==> src/rtl/nvreg_pkg.sv <==
`timescale 1ns/1ps
package nvreg_pkg;
  typedef enum logic [2:0] {
    PH_IDLE,
    PH_RX,
    PH_ACK,
    PH_TX,
    PH_MACK
  } phase_t;

  typedef enum logic [1:0] {
    BK_DEV,
    BK_PTR,
    BK_DATA
  } byte_kind_t;

  localparam logic [3:0] DEV_FAMILY = 4'b1010;
endpackage

==> src/rtl/nvreg_line_filter.sv <==
`timescale 1ns/1ps
module nvreg_line_filter #(
  parameter int SYNC_STAGES = 2,
  parameter int HOLD_CYCLES = 3
) (
  input  logic clk,
  input  logic rst_n,
  input  logic raw,
  output logic clean
);
  localparam int CW = $clog2(HOLD_CYCLES + 1);

  logic [SYNC_STAGES-1:0] sync_q;
  logic [CW-1:0]          run_q;
  logic                   synced;

  assign synced = sync_q[SYNC_STAGES-1];

  // synchronizer chain, idle bus level is high
  always_ff @(posedge clk or negedge rst_n) begin
    if (!rst_n) sync_q <= '1;
    else        sync_q <= {sync_q[SYNC_STAGES-2:0], raw};
  end

  // the output follows only a level that has held for HOLD_CYCLES samples
  always_ff @(posedge clk or negedge rst_n) begin
    if (!rst_n) begin
      clean <= 1'b1;
      run_q <= '0;
    end else if (synced == clean) begin
      run_q <= '0;
    end else if (run_q == CW'(HOLD_CYCLES - 1)) begin
      clean <= synced;
      run_q <= '0;
    end else begin
      run_q <= run_q + 1'b1;
    end
  end
endmodule

==> src/rtl/nvreg_bus_events.sv <==
`timescale 1ns/1ps
module nvreg_bus_events (
  input  logic clk,
  input  logic rst_n,
  input  logic scl,
  input  logic sda,
  output logic scl_rise,
  output logic scl_fall,
  output logic start_evt,
  output logic stop_evt
);
  logic scl_prev, sda_prev;

  always_ff @(posedge clk or negedge rst_n) begin
    if (!rst_n) begin
      scl_prev <= 1'b1;
      sda_prev <= 1'b1;
    end else begin
      scl_prev <= scl;
      sda_prev <= sda;
    end
  end

  assign scl_rise  = scl & ~scl_prev;
  assign scl_fall  = ~scl & scl_prev;
  // data edges while the clock stays high mark the frame boundaries
  assign start_evt = scl & scl_prev & sda_prev & ~sda;
  assign stop_evt  = scl & scl_prev & ~sda_prev & sda;
endmodule

==> src/rtl/nvreg_store.sv <==
`timescale 1ns/1ps
module nvreg_store #(
  parameter int         USER_BYTES    = 16,
  parameter int         WIPER_COUNT   = 3,
  parameter logic [7:0] WIPER_BASE    = 8'hF8,
  parameter int         TAP_BITS      = 6,
  parameter int         COMMIT_CYCLES = 50000
) (
  input  logic       clk,
  input  logic       rst_n,
  input  logic       wr_en,
  input  logic [7:0] wr_addr,
  input  logic [7:0] wr_data,
  input  logic [7:0] rd_addr,
  output logic [7:0] rd_data,
  input  logic       commit_go,
  output logic       busy
);
  localparam int UAW = (USER_BYTES > 1) ? $clog2(USER_BYTES) : 1;
  localparam int TW  = $clog2(COMMIT_CYCLES + 1);

  logic [7:0]          user_q  [USER_BYTES];
  logic [TAP_BITS-1:0] wiper_q [WIPER_COUNT];
  logic [TW-1:0]       timer_q;
  logic                unused_hi;

  assign unused_hi = ^wr_data[7:TAP_BITS];

  // write-through storage; a byte outside both regions is dropped
  always_ff @(posedge clk or negedge rst_n) begin
    if (!rst_n) begin
      for (int i = 0; i < USER_BYTES; i++) user_q[i] <= '0;
      for (int w = 0; w < WIPER_COUNT; w++) wiper_q[w] <= '0;
    end else if (wr_en) begin
      for (int i = 0; i < USER_BYTES; i++)
        if (int'(wr_addr) == i) user_q[i] <= wr_data;
      for (int w = 0; w < WIPER_COUNT; w++)
        if (wr_addr == WIPER_BASE + 8'(w)) wiper_q[w] <= wr_data[TAP_BITS-1:0];
    end
  end

  always_comb begin
    rd_data = 8'h00;
    if (int'(rd_addr) < USER_BYTES) rd_data = user_q[rd_addr[UAW-1:0]];
    for (int w = 0; w < WIPER_COUNT; w++)
      if (rd_addr == WIPER_BASE + 8'(w))
        rd_data = {{(8-TAP_BITS){1'b0}}, wiper_q[w]};
  end

  // page commit timer: the device is busy while it runs
  always_ff @(posedge clk or negedge rst_n) begin
    if (!rst_n)               timer_q <= '0;
    else if (commit_go)       timer_q <= TW'(COMMIT_CYCLES);
    else if (timer_q != '0)   timer_q <= timer_q - 1'b1;
  end

  assign busy = (timer_q != '0);
endmodule

==> src/rtl/nvreg_i2c_slave.sv <==
`timescale 1ns/1ps
module nvreg_i2c_slave #(
  parameter int         USER_BYTES    = 16,
  parameter int         WIPER_COUNT   = 3,
  parameter logic [7:0] WIPER_BASE    = 8'hF8,
  parameter int         TAP_BITS      = 6,
  parameter int         COMMIT_CYCLES = 50000,
  parameter int         SYNC_STAGES   = 2,
  parameter int         HOLD_CYCLES   = 3
) (
  input  logic       clk,
  input  logic       rst_n,
  input  logic       scl_in,
  input  logic       sda_in,
  input  logic [2:0] strap_addr,
  output logic       sda_pull
);
  import nvreg_pkg::*;

  localparam int LINES = 2;

  logic [LINES-1:0] raw_lines, clean_lines;
  logic scl_c, sda_c;
  logic scl_rise, scl_fall, start_evt, stop_evt;

  assign raw_lines = {sda_in, scl_in};

  for (genvar i = 0; i < LINES; i++) begin : g_line
    nvreg_line_filter #(
      .SYNC_STAGES(SYNC_STAGES),
      .HOLD_CYCLES(HOLD_CYCLES)
    ) u_filt (
      .clk  (clk),
      .rst_n(rst_n),
      .raw  (raw_lines[i]),
      .clean(clean_lines[i])
    );
  end

  assign scl_c = clean_lines[0];
  assign sda_c = clean_lines[1];

  nvreg_bus_events u_events (
    .clk      (clk),
    .rst_n    (rst_n),
    .scl      (scl_c),
    .sda      (sda_c),
    .scl_rise (scl_rise),
    .scl_fall (scl_fall),
    .start_evt(start_evt),
    .stop_evt (stop_evt)
  );

  phase_t     phase_q;
  byte_kind_t kind_q;
  logic [3:0] bit_cnt_q;
  logic [7:0] shift_q;
  logic [7:0] ptr_q;
  logic       is_read_q;
  logic       more_q;
  logic       wrote_q;

  logic       wr_en, commit_go, busy, dev_match, byte_done;
  logic [7:0] rd_data;

  nvreg_store #(
    .USER_BYTES   (USER_BYTES),
    .WIPER_COUNT  (WIPER_COUNT),
    .WIPER_BASE   (WIPER_BASE),
    .TAP_BITS     (TAP_BITS),
    .COMMIT_CYCLES(COMMIT_CYCLES)
  ) u_store (
    .clk      (clk),
    .rst_n    (rst_n),
    .wr_en    (wr_en),
    .wr_addr  (ptr_q),
    .wr_data  (shift_q),
    .rd_addr  (ptr_q),
    .rd_data  (rd_data),
    .commit_go(commit_go),
    .busy     (busy)
  );

  assign byte_done = (phase_q == PH_RX) && scl_fall && (bit_cnt_q == 4'd8);
  assign dev_match = (shift_q[7:1] == {DEV_FAMILY, strap_addr}) && !busy;
  assign wr_en     = byte_done && (kind_q == BK_DATA) && !start_evt && !stop_evt;
  assign commit_go = stop_evt && wrote_q;

  always_ff @(posedge clk or negedge rst_n) begin
    if (!rst_n) begin
      phase_q   <= PH_IDLE;
      kind_q    <= BK_DEV;
      bit_cnt_q <= '0;
      shift_q   <= '0;
      ptr_q     <= '0;
      is_read_q <= 1'b0;
      more_q    <= 1'b0;
      wrote_q   <= 1'b0;
    end else if (start_evt) begin
      phase_q   <= PH_RX;
      kind_q    <= BK_DEV;
      bit_cnt_q <= '0;
    end else if (stop_evt) begin
      phase_q   <= PH_IDLE;
      wrote_q   <= 1'b0;
    end else begin
      unique case (phase_q)
        PH_RX: begin
          if (scl_rise && bit_cnt_q != 4'd8) begin
            shift_q   <= {shift_q[6:0], sda_c};
            bit_cnt_q <= bit_cnt_q + 1'b1;
          end else if (byte_done) begin
            unique case (kind_q)
              BK_DEV: begin
                if (dev_match) begin
                  phase_q   <= PH_ACK;
                  is_read_q <= shift_q[0];
                end else begin
                  phase_q   <= PH_IDLE;
                end
              end
              BK_PTR: begin
                ptr_q   <= shift_q;
                phase_q <= PH_ACK;
              end
              default: begin
                ptr_q   <= ptr_q + 8'd1;
                wrote_q <= 1'b1;
                phase_q <= PH_ACK;
              end
            endcase
          end
        end
        PH_ACK: begin
          if (scl_fall) begin
            bit_cnt_q <= '0;
            if (is_read_q) begin
              shift_q <= rd_data;
              ptr_q   <= ptr_q + 8'd1;
              phase_q <= PH_TX;
            end else begin
              phase_q <= PH_RX;
              kind_q  <= (kind_q == BK_DEV) ? BK_PTR : BK_DATA;
            end
          end
        end
        PH_TX: begin
          if (scl_fall) begin
            if (bit_cnt_q == 4'd7) begin
              phase_q <= PH_MACK;
            end else begin
              shift_q   <= {shift_q[6:0], 1'b0};
              bit_cnt_q <= bit_cnt_q + 1'b1;
            end
          end
        end
        PH_MACK: begin
          if (scl_rise) more_q <= !sda_c;
          if (scl_fall) begin
            if (more_q) begin
              shift_q   <= rd_data;
              ptr_q     <= ptr_q + 8'd1;
              bit_cnt_q <= '0;
              phase_q   <= PH_TX;
            end else begin
              phase_q <= PH_IDLE;
            end
          end
        end
        default: ;
      endcase
    end
  end

  assign sda_pull = (phase_q == PH_ACK) || ((phase_q == PH_TX) && !shift_q[7]);
endmodule

==> config.mk <==
export PLATFORM = sky130hd
export DESIGN_NAME = nvreg_i2c_slave
export DESIGN_NICKNAME = d
export VERILOG_FILES = /design/src/rtl/nvreg_pkg.sv /design/src/rtl/nvreg_line_filter.sv /design/src/rtl/nvreg_bus_events.sv /design/src/rtl/nvreg_store.sv /design/src/rtl/nvreg_i2c_slave.sv
export SDC_FILE = /design/constraint.sdc
export NUM_CORES = 1
export LEC_CHECK = 0
export BUFFER_PORTS_ARGS = -buffer_cell sky130_fd_sc_hd__buf_2
export CORE_MARGIN = 8
export CORE_UTILIZATION = 30
export CTS_BUF_LIST = sky130_fd_sc_hd__clkbuf_8
export DETAILED_ROUTE_END_ITERATION = 16
export PLACE_DENSITY = 0.54
export SETUP_SLACK_MARGIN = 0.15
export SYNTH_ARGS = -nofsm -noshare
export SYNTH_HDL_FRONTEND = slang
export SYNTH_SLANG_ARGS = --single-unit
==> constraint.sdc <==
create_clock -name clk -period 4.67 [get_ports clk]
set_input_delay 0.2335 -clock clk [delete_from_list [all_inputs] [get_ports clk]]
set_output_delay 0.2335 -clock clk [all_outputs]
set_load 0.005 [all_outputs]
Word level (Yosys, flattened, before mapping)
Index checks and enable logic that the tools add are counted.

operators by class
  add/subtract/negate cells = 5
  magnitude comparators = 2
  equal/unequal tests = 58
  muxes and demuxes = 62
  bitwise operators = 17
  reduce and logical (&&, ||, !) cells = 57

operators with widths
  cell                                                number
  two-way mux 8 bit                                   19
  == test 8 x 5 -> 1 bit, second input constant       8
  AND reduction 2 bit                                 21
  binary-select mux 8 bit (select 4 bit)              1
  == test 8 x 4 -> 1 bit, second input constant       4
  two-way mux 16 bit                                  2
  two-way mux 4 bit                                   8
  one-hot mux 8 bit (4 select lines)                  1
  != test 4 bit, second input constant                7
  two-way mux 3 bit                                   9
  two-way mux 2 bit                                   13
  == test 8 bit, second input constant                3
  != test 2 bit, second input constant                12
  one-hot mux 8 bit (3 select lines)                  1
  AND reduction 10 bit                                2
  == test 8 x 3 -> 1 bit, second input constant       2
  one-hot mux 4 bit (4 select lines)                  1
  one-hot mux 8 bit (2 select lines)                  1
  nonzero test 16 bit                                 1
  subtractor 16 x 1 -> 16 bit, second input constant  1
  != test 3 bit, second input constant                5
  AND reduction 7 bit                                 2
  one-hot mux 3 bit (4 select lines)                  1
  nonzero test 2 bit                                  5
  34 further kinds                                    71

word-level totals
  register bits after elaboration = 202
  output and inout bits = 1
  logic and storage cells = 237

Logic depth before layout (Yosys ltp)
Gate-level depths: netlist of run 1.

  depth in word-level cells = 11
  depth in mapped cells = 11
  mapped depth without buffers = 7

Hierarchy
Synthesis of run 1 repeated with hierarchy kept, for this count alone.

unflattened totals
  cell total of the unflattened synthesis = 771
  area, all modules = 10052.1 sq um

modules (own cells, without submodules)
  module             instances  cells each  area an instance (sq um)  seq. area each (sq um)
  nvreg_store        1          553         7795.0                    4053.9
  nvreg_i2c_slave    1          192         1814.2                    700.7
  nvreg_line_filter  2          10          178.9                     128.9
  nvreg_bus_events   1          6           85.1                      52.6

Worst setup path before layout of run 1
No wires, ideal clock.

  kind = reg-to-reg
  start point = register ptr_q[0]
  end point = register shift_q[1]
  setup time = 0.150 ns
  arrival time = 2.634 ns
  data required time = 4.520 ns
  setup slack = 1.886 ns
  cell stages (with the launch flop) = 12
  path buffers = 4
  clock period less this slack = 2.784 ns
  cell sequence = dfrtp_1 -> buf_2 -> buf_1 -> clkbuf_1 -> inv_1 -> ha_1 -> clkbuf_1 -> nand2b_1 -> o22ai_1 -> a21oi_1 -> o2111ai_1 -> a41oi_1

on the way
  word-level cells in the longest chain between the ends = 11

RTL lines
  element                                               line                                            RTL
  from (decl)                                           nvreg_i2c_slave.sv:58                           logic [7:0] ptr_q;
  from (signal assigned)                                nvreg_i2c_slave.sv:123                          ptr_q <= shift_q;
  from (signal assigned)                                nvreg_i2c_slave.sv:127                          ptr_q <= ptr_q + 8'd1;
  from (signal assigned)                                nvreg_i2c_slave.sv:139                          ptr_q <= ptr_q + 8'd1;
  NOT 4 -> 5 bit (implied by the code)                  nvreg_store.sv:44                               if (int'(rd_addr) < USER_BYTES) rd_data = user_q[rd_addr[UAW-1:0]];
  binary-select mux 8 bit (select 4 bit)                nvreg_store.sv:44
  two-way mux 8 bit (implied by the code) (2 in a row)  nvreg_store.sv:44
  two-way mux 8 bit                                     nvreg_store.sv:44
  two-way mux 8 bit (2 in a row)                        nvreg_store.sv:46                               if (rd_addr == WIPER_BASE + 8'(w))
  two-way mux 8 bit (*)                                 nvreg_store.sv:46
  two-way mux 8 bit, on equally long branches           nvreg_i2c_slave.sv:160, nvreg_i2c_slave.sv:137
  two-way mux 8 bit, on equally long branches           nvreg_i2c_slave.sv:159, nvreg_i2c_slave.sv:135
  one-hot mux 8 bit (4 select lines) (*)                nvreg_i2c_slave.sv:107                          unique case (phase_q)
  to (signal assigned)                                  nvreg_i2c_slave.sv:110                          shift_q <= {shift_q[6:0], sda_c};
  to (signal assigned)                                  nvreg_i2c_slave.sv:152                          shift_q <= {shift_q[6:0], 1'b0};
  to (signal assigned)                                  nvreg_i2c_slave.sv:161                          shift_q <= rd_data;
  to (decl)                                             nvreg_i2c_slave.sv:57                           logic [7:0] shift_q;

Every way passes the cells marked *; elsewhere a longest branch is shown, timed or not. The select of a mux whose other input is x is not followed.
A chain may end at the register's enable or synchronous reset.

Final worst setup path of run 1
  start point = register shift_q[5]
  end point = register is_read_q

on the way
  word-level cells in the longest chain between the ends = 3

RTL lines
  element                               line                    RTL
  from (signal assigned)                nvreg_i2c_slave.sv:110
  from (signal assigned)                nvreg_i2c_slave.sv:138  shift_q <= rd_data;
  from (signal assigned)                nvreg_i2c_slave.sv:152
  == test 7 bit                         nvreg_i2c_slave.sv:85   assign dev_match = (shift_q[7:1] == {DEV_FAMILY, strap_addr}) && !busy;
  logical AND 1 bit                     nvreg_i2c_slave.sv:85
  AND reduction 7 bit (no source line)  --
  to (signal assigned)                  nvreg_i2c_slave.sv:117  is_read_q <= shift_q[0];
  to (decl)                             nvreg_i2c_slave.sv:59   logic is_read_q;

Every way passes these cells.

==> results of run 1 <==
sequential cells by signal (all words and copies together) (netlist names), 2 cells and up:
register / count
bit_cnt_q: 4
ptr_q: 8
g_line.u_filt.sync_q: 4
shift_q: 8
g_line.u_filt.run_q: 4
u_store.timer_q: 16
u_store.wiper_q: 18
g_line.u_filt.clean: 2
kind_q: 2
phase_q: 3
u_store.user_q: 128
placed cells by master, fill, tap and decap left out, types with 4 or more instances in the layout:
cell type / n
mux2_2: 116
a21oi_1: 33
o31ai_1: 4
or2_2: 4
ha_1: 8
clkbuf_8: 45
xnor2_1: 10
buf_2: 6
mux2_4: 32
xor2_1: 7
nor3b_1: 4
a41oi_1: 5
mux2i_1: 14
nor2_1: 35
nand2_4: 8
dfstp_2: 8
a22oi_1: 4
buf_4: 10
nand2_1: 66
a31oi_1: 15
mux4_2: 27
o22ai_1: 10
and3_1: 4
o2111ai_1: 5
nand2b_1: 8
nor4_1: 5
o21ai_0: 18
inv_1: 29
nand4_1: 5
nor3_1: 9
nand3b_1: 4
dfrtp_1: 193
nor2b_1: 7
nand3_1: 24
critical path, cell delays in order (launching register included):
cell,delay [ps]
dfrtp_1,970
or4bb_1,560
nor4_1,300
nand3_1,170
or4_1,450
mux2_2,280
routing by layer:
layer  wire (µm)  up-vias
li1            -     2970
met1       11200     3265
met2       11000      163
met3        1180       36
met4         437        0
met5           0        -
worst max path at each step:
stage / from / end / depth (start not counted)
after global placement: shift_q[5] / is_read_q / 5
after detailed placement: bit_cnt_q[0] / u_store.user_q[63] / 7
after CTS: bit_cnt_q[0] / u_store.user_q[63] / 7
after global routing: bit_cnt_q[0] / u_store.user_q[63] / 7
after floorplan: ptr_q[0] / shift_q[1] / 11
final: shift_q[5] / is_read_q / 5
cell type report:
cell class | instances | area [µm²]
Sequential cell | 202 | 5070
Timing Repair Buffer | 20 | 149
Tap cell | 448 | 561
Clock buffer | 44 | 606
Fill cell | 3323 | 22000
Multi-Input combinational cell | 538 | 4680
Clock inverter | 23 | 130
Inverter | 12 | 45.0
cell families (layout without fill, tap and decap cells):
group	after synthesis	in the layout	synth area share, %
flops	202	202	50.6
compound gates	115	115	7.41
xor+xnor	17	17	1.49
mux	190	190	25.5
buf+inv	62	99	2.51
fa+ha+maj	8	8	1.00
simple gates	208	208	11.5
where the power goes:
| part | leakage, nW | internal, W | total (W) | switching, W |
|---|---|---|---|---|
| clock network | 0.435 | 0.000915 | 0.00166 | 0.000745 |
| logic | 2.09 | 0.000159 | 0.000409 | 0.000250 |
| registers | 2.79 | 0.00184 | 0.00212 | 0.000285 |
timing repair:
item / in CTS / in global routing
hold buffers: 3 / 0
hold endpoints to repair: 107 / 0
resized for setup: 0 / 0
stage by stage:
stage / utilization, % / cells / setup WS [ps] / total power [W] / hold slack, ps
floorplan: - / 802 / 1890 / 0.00233 / -62.1
detailed placement: 31.6 / 1217 / 1830 / 0.00257 / 340
CTS: 33.9 / 1287 / 1820 / 0.00426 / 325
global placement: 31.6 / 1217 / 1830 / 0.00257 / 340
finish: 33.9 / 1287 / 1820 / 0.00419 / 357
global route: 33.9 / 1287 / 1660 / 0.00440 / 335
==> impl_metrics.env, run 1 <==
export IMPL_die_area_um2=39400
export IMPL_cap_viol_max_count=0
export IMPL_yosys_register_bits=202
export IMPL_num_vias=6434
export IMPL_worstRegToRegCells=5
export IMPL_crit_path_start_kind="register"
export IMPL_start_util_pct=30.1
export IMPL_fmax_mhz=351
export IMPL_cp_arrival_ps=3260
export IMPL_slew_violations=0
export IMPL_finalCritPeriodShare_pct=60.9
export IMPL_met2_usage_pct=19.5
export IMPL_worstMarginPinSlew_ps=1110
export IMPL_met3_usage_pct=2.61
export IMPL_ys_top_cells_by_count="194 x dfrtp_1, 116 x mux2_2, 66 x nand2_1"
export IMPL_synthFlopType="dfrtp_1"
export IMPL_gr_usage_met1_pct=17.2
export IMPL_cts_buffer_depth=3
export IMPL_grt_max_degree=116
export IMPL_regToRegSetupSlack_ps=1820
export IMPL_yosysWarnings=0
export IMPL_yosysTopAreaCell="dfrtp_1"
export IMPL_cp_required_ps=5080
export IMPL_clk_latency_ps=540
export IMPL_cts_buffers=37
export IMPL_reg2reg_from="shift_q[5]"
export IMPL_layout_nets=826
export IMPL_io_buffers=7
export IMPL_path_clk_slew_ps=60
export IMPL_syn_area_um2=10000
export IMPL_core_area_um2=33200
export IMPL_worstHoldStart="g_line[1].u_filt.sync_q[0]"
export IMPL_p_leak_nw=5.32
export IMPL_tns_ps=0
export IMPL_drt_total_wl_um=23800
export IMPL_relSlewSlack_pct=25.6
export IMPL_layout_min_cycle_time_ps=2850
export IMPL_detail_route_antenna_nets=0
export IMPL_syn_avg_cell_area_um2=12.5
export IMPL_synth_enable_flop_cells=0
export IMPL_reg2reg_to="is_read_q"
export IMPL_grt_busiest_layer="met2"
export IMPL_cts_tree="done"
export IMPL_detailedRoute_firstIterationViolations=345
export IMPL_place_area_um2=10500
export IMPL_rows=67
export IMPL_ys_top_cells_by_area="dfrtp_1 49%, mux2_2 13%, mux4_2 6.1%, mux2_4 4.8%, nand2_1 2.5%"
export IMPL_avgRoutedWirePerCell_um=18.5
export IMPL_first_pass_iters=8
export IMPL_hold_viol=0
export IMPL_dp_hpwl_um=15000
export IMPL_endpoint_kind="register"
export IMPL_setup_viol=0
export IMPL_postLayoutCellArea_um2=11200
export IMPL_cts_setup_buffers=0
export IMPL_critPathMaxFanout=23
export IMPL_track_usage_pct=12.5
export IMPL_areaGrowthSynthToFinish_pct=12.4
export IMPL_antenna_found_initial=0
export IMPL_layout_drive_gt1_share_pct=32.5
export IMPL_synth_most_common_cell="dfrtp_1"
export IMPL_hold_class="reg2reg"
export IMPL_die_w_um=199
export IMPL_min_to="g_line[1].u_filt.sync_q[1]"
export IMPL_gp_congestion=0.799
export IMPL_p_per_area_nw_per_um2=373
export IMPL_netlist_area_leader_share_pct=48.5
export IMPL_status="finished, final reports clean"
export IMPL_yosysSeqAreaShare_pct=50.6
export IMPL_first_global_vias=6657
export IMPL_crit_type="reg2reg"
export IMPL_grt_overflow_total=0
export IMPL_cts_num_sinks=202
export IMPL_chipHeight_um=199
export IMPL_top_level_ports=8
export IMPL_min_path_cells=0
export IMPL_root_buffer="clkbuf_8"
export IMPL_grt_pass1_wl_um=38700
export IMPL_antennaDiodeCount=0
export IMPL_finClkSkew_ps=28.2
export IMPL_rsz0062_at_grt="false"
export IMPL_synth_nets=817
export IMPL_synth_cells=802
export IMPL_drt_vias_per_instance=5.00
export IMPL_async_flop_share_pct=100
export IMPL_worst_ir_drop_vdd_mv=0.169
export IMPL_drc=0
export IMPL_htree_levels=2
export IMPL_ys_types=73
(Power assumes the default switching activity.)
==> inputs of run 2 (changes only) <==
Clock period 4.67 ns to 2.7 ns, I/O delays scaled along.
==> impl_metrics.env, run 2 (synthesized netlist as in run 1, its figures left out) <==
export IMPL_dp_cells=1243
export IMPL_chipHeight_um=199
export IMPL_crit_path_start_kind="register"
export IMPL_finClkSkew_ps=30.0
export IMPL_rsz0062_at_grt="true"
export IMPL_drt_total_wl_um=23900
export IMPL_worstMarginPinSlew_ps=649
export IMPL_start_util_pct=30.1
export IMPL_rows=67
export IMPL_cts_tree="done"
export IMPL_core_area_um2=33200
export IMPL_cts_buffer_depth=3
export IMPL_grt_pass1_wl_um=39100
export IMPL_first_pass_iters=4
export IMPL_antennaDiodeCount=0
export IMPL_crit_type="reg2reg"
export IMPL_drc=0
export IMPL_io_buffers=7
export IMPL_hold_viol=0
export IMPL_share_comb_of_total_power_pct=16.0
export IMPL_endpoint_kind="register"
export IMPL_layout_nets=851
export IMPL_top_register="u_store.user_q"
export IMPL_die_area_um2=39400
export IMPL_final_common_cell="dfrtp_1"
export IMPL_root_buffer="clkbuf_8"
export IMPL_reg2reg_to="u_store.user_q[54]"
export IMPL_dp_hpwl_um=15700
export IMPL_worstRegToRegCells=6
export IMPL_finalCritPeriodShare_pct=90.5
export IMPL_finalNonFillerCells=1311
export IMPL_largest_reg_flops=128
export IMPL_first_global_vias=6745
export IMPL_hold_class="in2async"
export IMPL_clk_latency_ps=530
export IMPL_cp_arrival_ps=2830
export IMPL_drt_vias_per_instance=4.98
export IMPL_cp_required_ps=3090
export IMPL_areaGrowthSynthToFinish_pct=14.2
export IMPL_final_cell_mix="193 x dfrtp_1, 116 x mux2_2, 66 x nand2_1"
export IMPL_fmax_mhz=409
export IMPL_cts_setup_buffers=0
export IMPL_setup_viol=0
export IMPL_relSlewSlack_pct=56.7
export IMPL_gp_congestion=0.790
export IMPL_p_sw_w=0.00220
export IMPL_p_leak_nw=5.38
export IMPL_p_int_w=0.00492
export IMPL_slew_violations=0
export IMPL_num_vias=6526
export IMPL_layout_drive_gt1_share_pct=34.5
export IMPL_seqPwrFrac_pct=46.9
export IMPL_grt_max_degree=76
export IMPL_path_clk_slew_ps=60
export IMPL_reg2reg_from="u_events.scl_prev"
export IMPL_tns_ps=0
export IMPL_critPathMaxFanout=10
export IMPL_postLayoutCellArea_um2=11400
export IMPL_regToRegSetupSlack_ps=260
export IMPL_top_regs="u_store.user_q x128, u_store.wiper_q x18, u_store.timer_q x16"
export IMPL_clock_power_share_pct=37.1
export IMPL_fillerInstances=3327
export IMPL_finalCoreUtilization_pct=34.4
export IMPL_cts_buffers=36
export IMPL_track_usage_pct=12.6
export IMPL_switching_share_pct=30.9
export IMPL_layout_min_cycle_time_ps=2440
export IMPL_status="finished, final reports clean"
export IMPL_die_w_um=199
export IMPL_worst_ir_drop_vdd_mv=0.290
export IMPL_detail_route_antenna_nets=0
export IMPL_antenna_found_initial=0
export IMPL_place_area_um2=10700
export IMPL_p_per_area_nw_per_um2=623
export IMPL_grt_overflow_total=0
export IMPL_avgRoutedWirePerCell_um=18.2
export IMPL_cts_num_sinks=202
export IMPL_detailedRoute_firstIterationViolations=333
export IMPL_cap_viol_max_count=0
export IMPL_top_level_ports=8
export IMPL_htree_levels=2
[run 2: cell types whose count changed in the layout (fill, tap and decap cells not counted)]
cell | previous run | this run
clkbuf_8 | 45 | 42
buf_6 | 0 | 1
inv_1 | 29 | 28
nand2_4 | 8 | 4
clkinv_2 | 2 | 6
bufinv_16 | 1 | 0
inv_8 | 1 | 0
buf_4 | 10 | 34
buf_12 | 0 | 1
nand2_8 | 0 | 4
[run 2: through the flow]
stage / setup WS [ps] / hold slack [ps] / power (W)
final: 257 / 206 / 0.00712
after global routing: 111 / 231 / 0.00749
after CTS: 244 / 197 / 0.00724
after detailed placement: 260 / 202 / 0.00454
after global placement: 274 / 208 / 0.00454
after floorplan: 174 / -161 / 0.00403
[run 2: routing by layer]
metal	up-vias	global-route usage [%]	wire, µm
met4	0	4.14	544
li1	3025	-	-
met2	132	19.6	11100
met1	3320	17.2	11000
met3	49	2.61	1250
met5	-	0	0
[run 2: worst max-delay path by stage]
stage / startpoint / end / slack (ps) / cells after the start
after floorplan: bit_cnt_q[0] / u_store.user_q[38] / 170 / 7
after global placement: u_events.scl_prev / u_store.user_q[56] / 270 / 6
after detailed placement: u_events.scl_prev / u_store.user_q[51] / 260 / 6
after CTS: u_events.scl_prev / u_store.user_q[49] / 240 / 6
after global routing: bit_cnt_q[0] / u_store.user_q[66] / 110 / 7
final: u_events.scl_prev / u_store.user_q[54] / 260 / 6
[run 2: what timing repair did]
| action | 4_1_cts | 5_1_grt |
|---|---|---|
| endpoints found under the setup margin | 0 | 42 |
| resized for setup | 0 | 5 |
| hold buffers | 3 | 0 |
| hold endpoints to repair | 73 | 0 |
[run 2: critical path, stage by stage, from the launching register on]
cell and delay [ps]:
dfstp_2 610, nand2b_4 120, or4_4 620, nor4b_4 320, buf_6 230, nand2_8 110, mux2_4 310
[run 2: area by class of cell]
class / count / area [µm²] / share of cell area [%]
Clock buffer: 41 / 564 / 4.94
Sequential cell: 202 / 5070 / 44.4
Timing Repair Buffer: 46 / 360 / 3.16
Clock inverter: 24 / 105 / 0.920
Inverter: 12 / 45.0 / 0.394
Multi-Input combinational cell: 538 / 4720 / 41.3
Tap cell: 448 / 561 / 4.91
[run 2: power by group through the flow]
stage	registers (W)	clock network, W	logic [W]
2_1_floorplan	0.00333	0	0.000697
3_3_place_gp	0.00339	0	0.00115
5_1_grt	0.00337	0.00287	0.00125
3_5_place_dp	0.00340	0	0.00115
4_1_cts	0.00334	0.00274	0.00115
6_report	0.00334	0.00264	0.00114
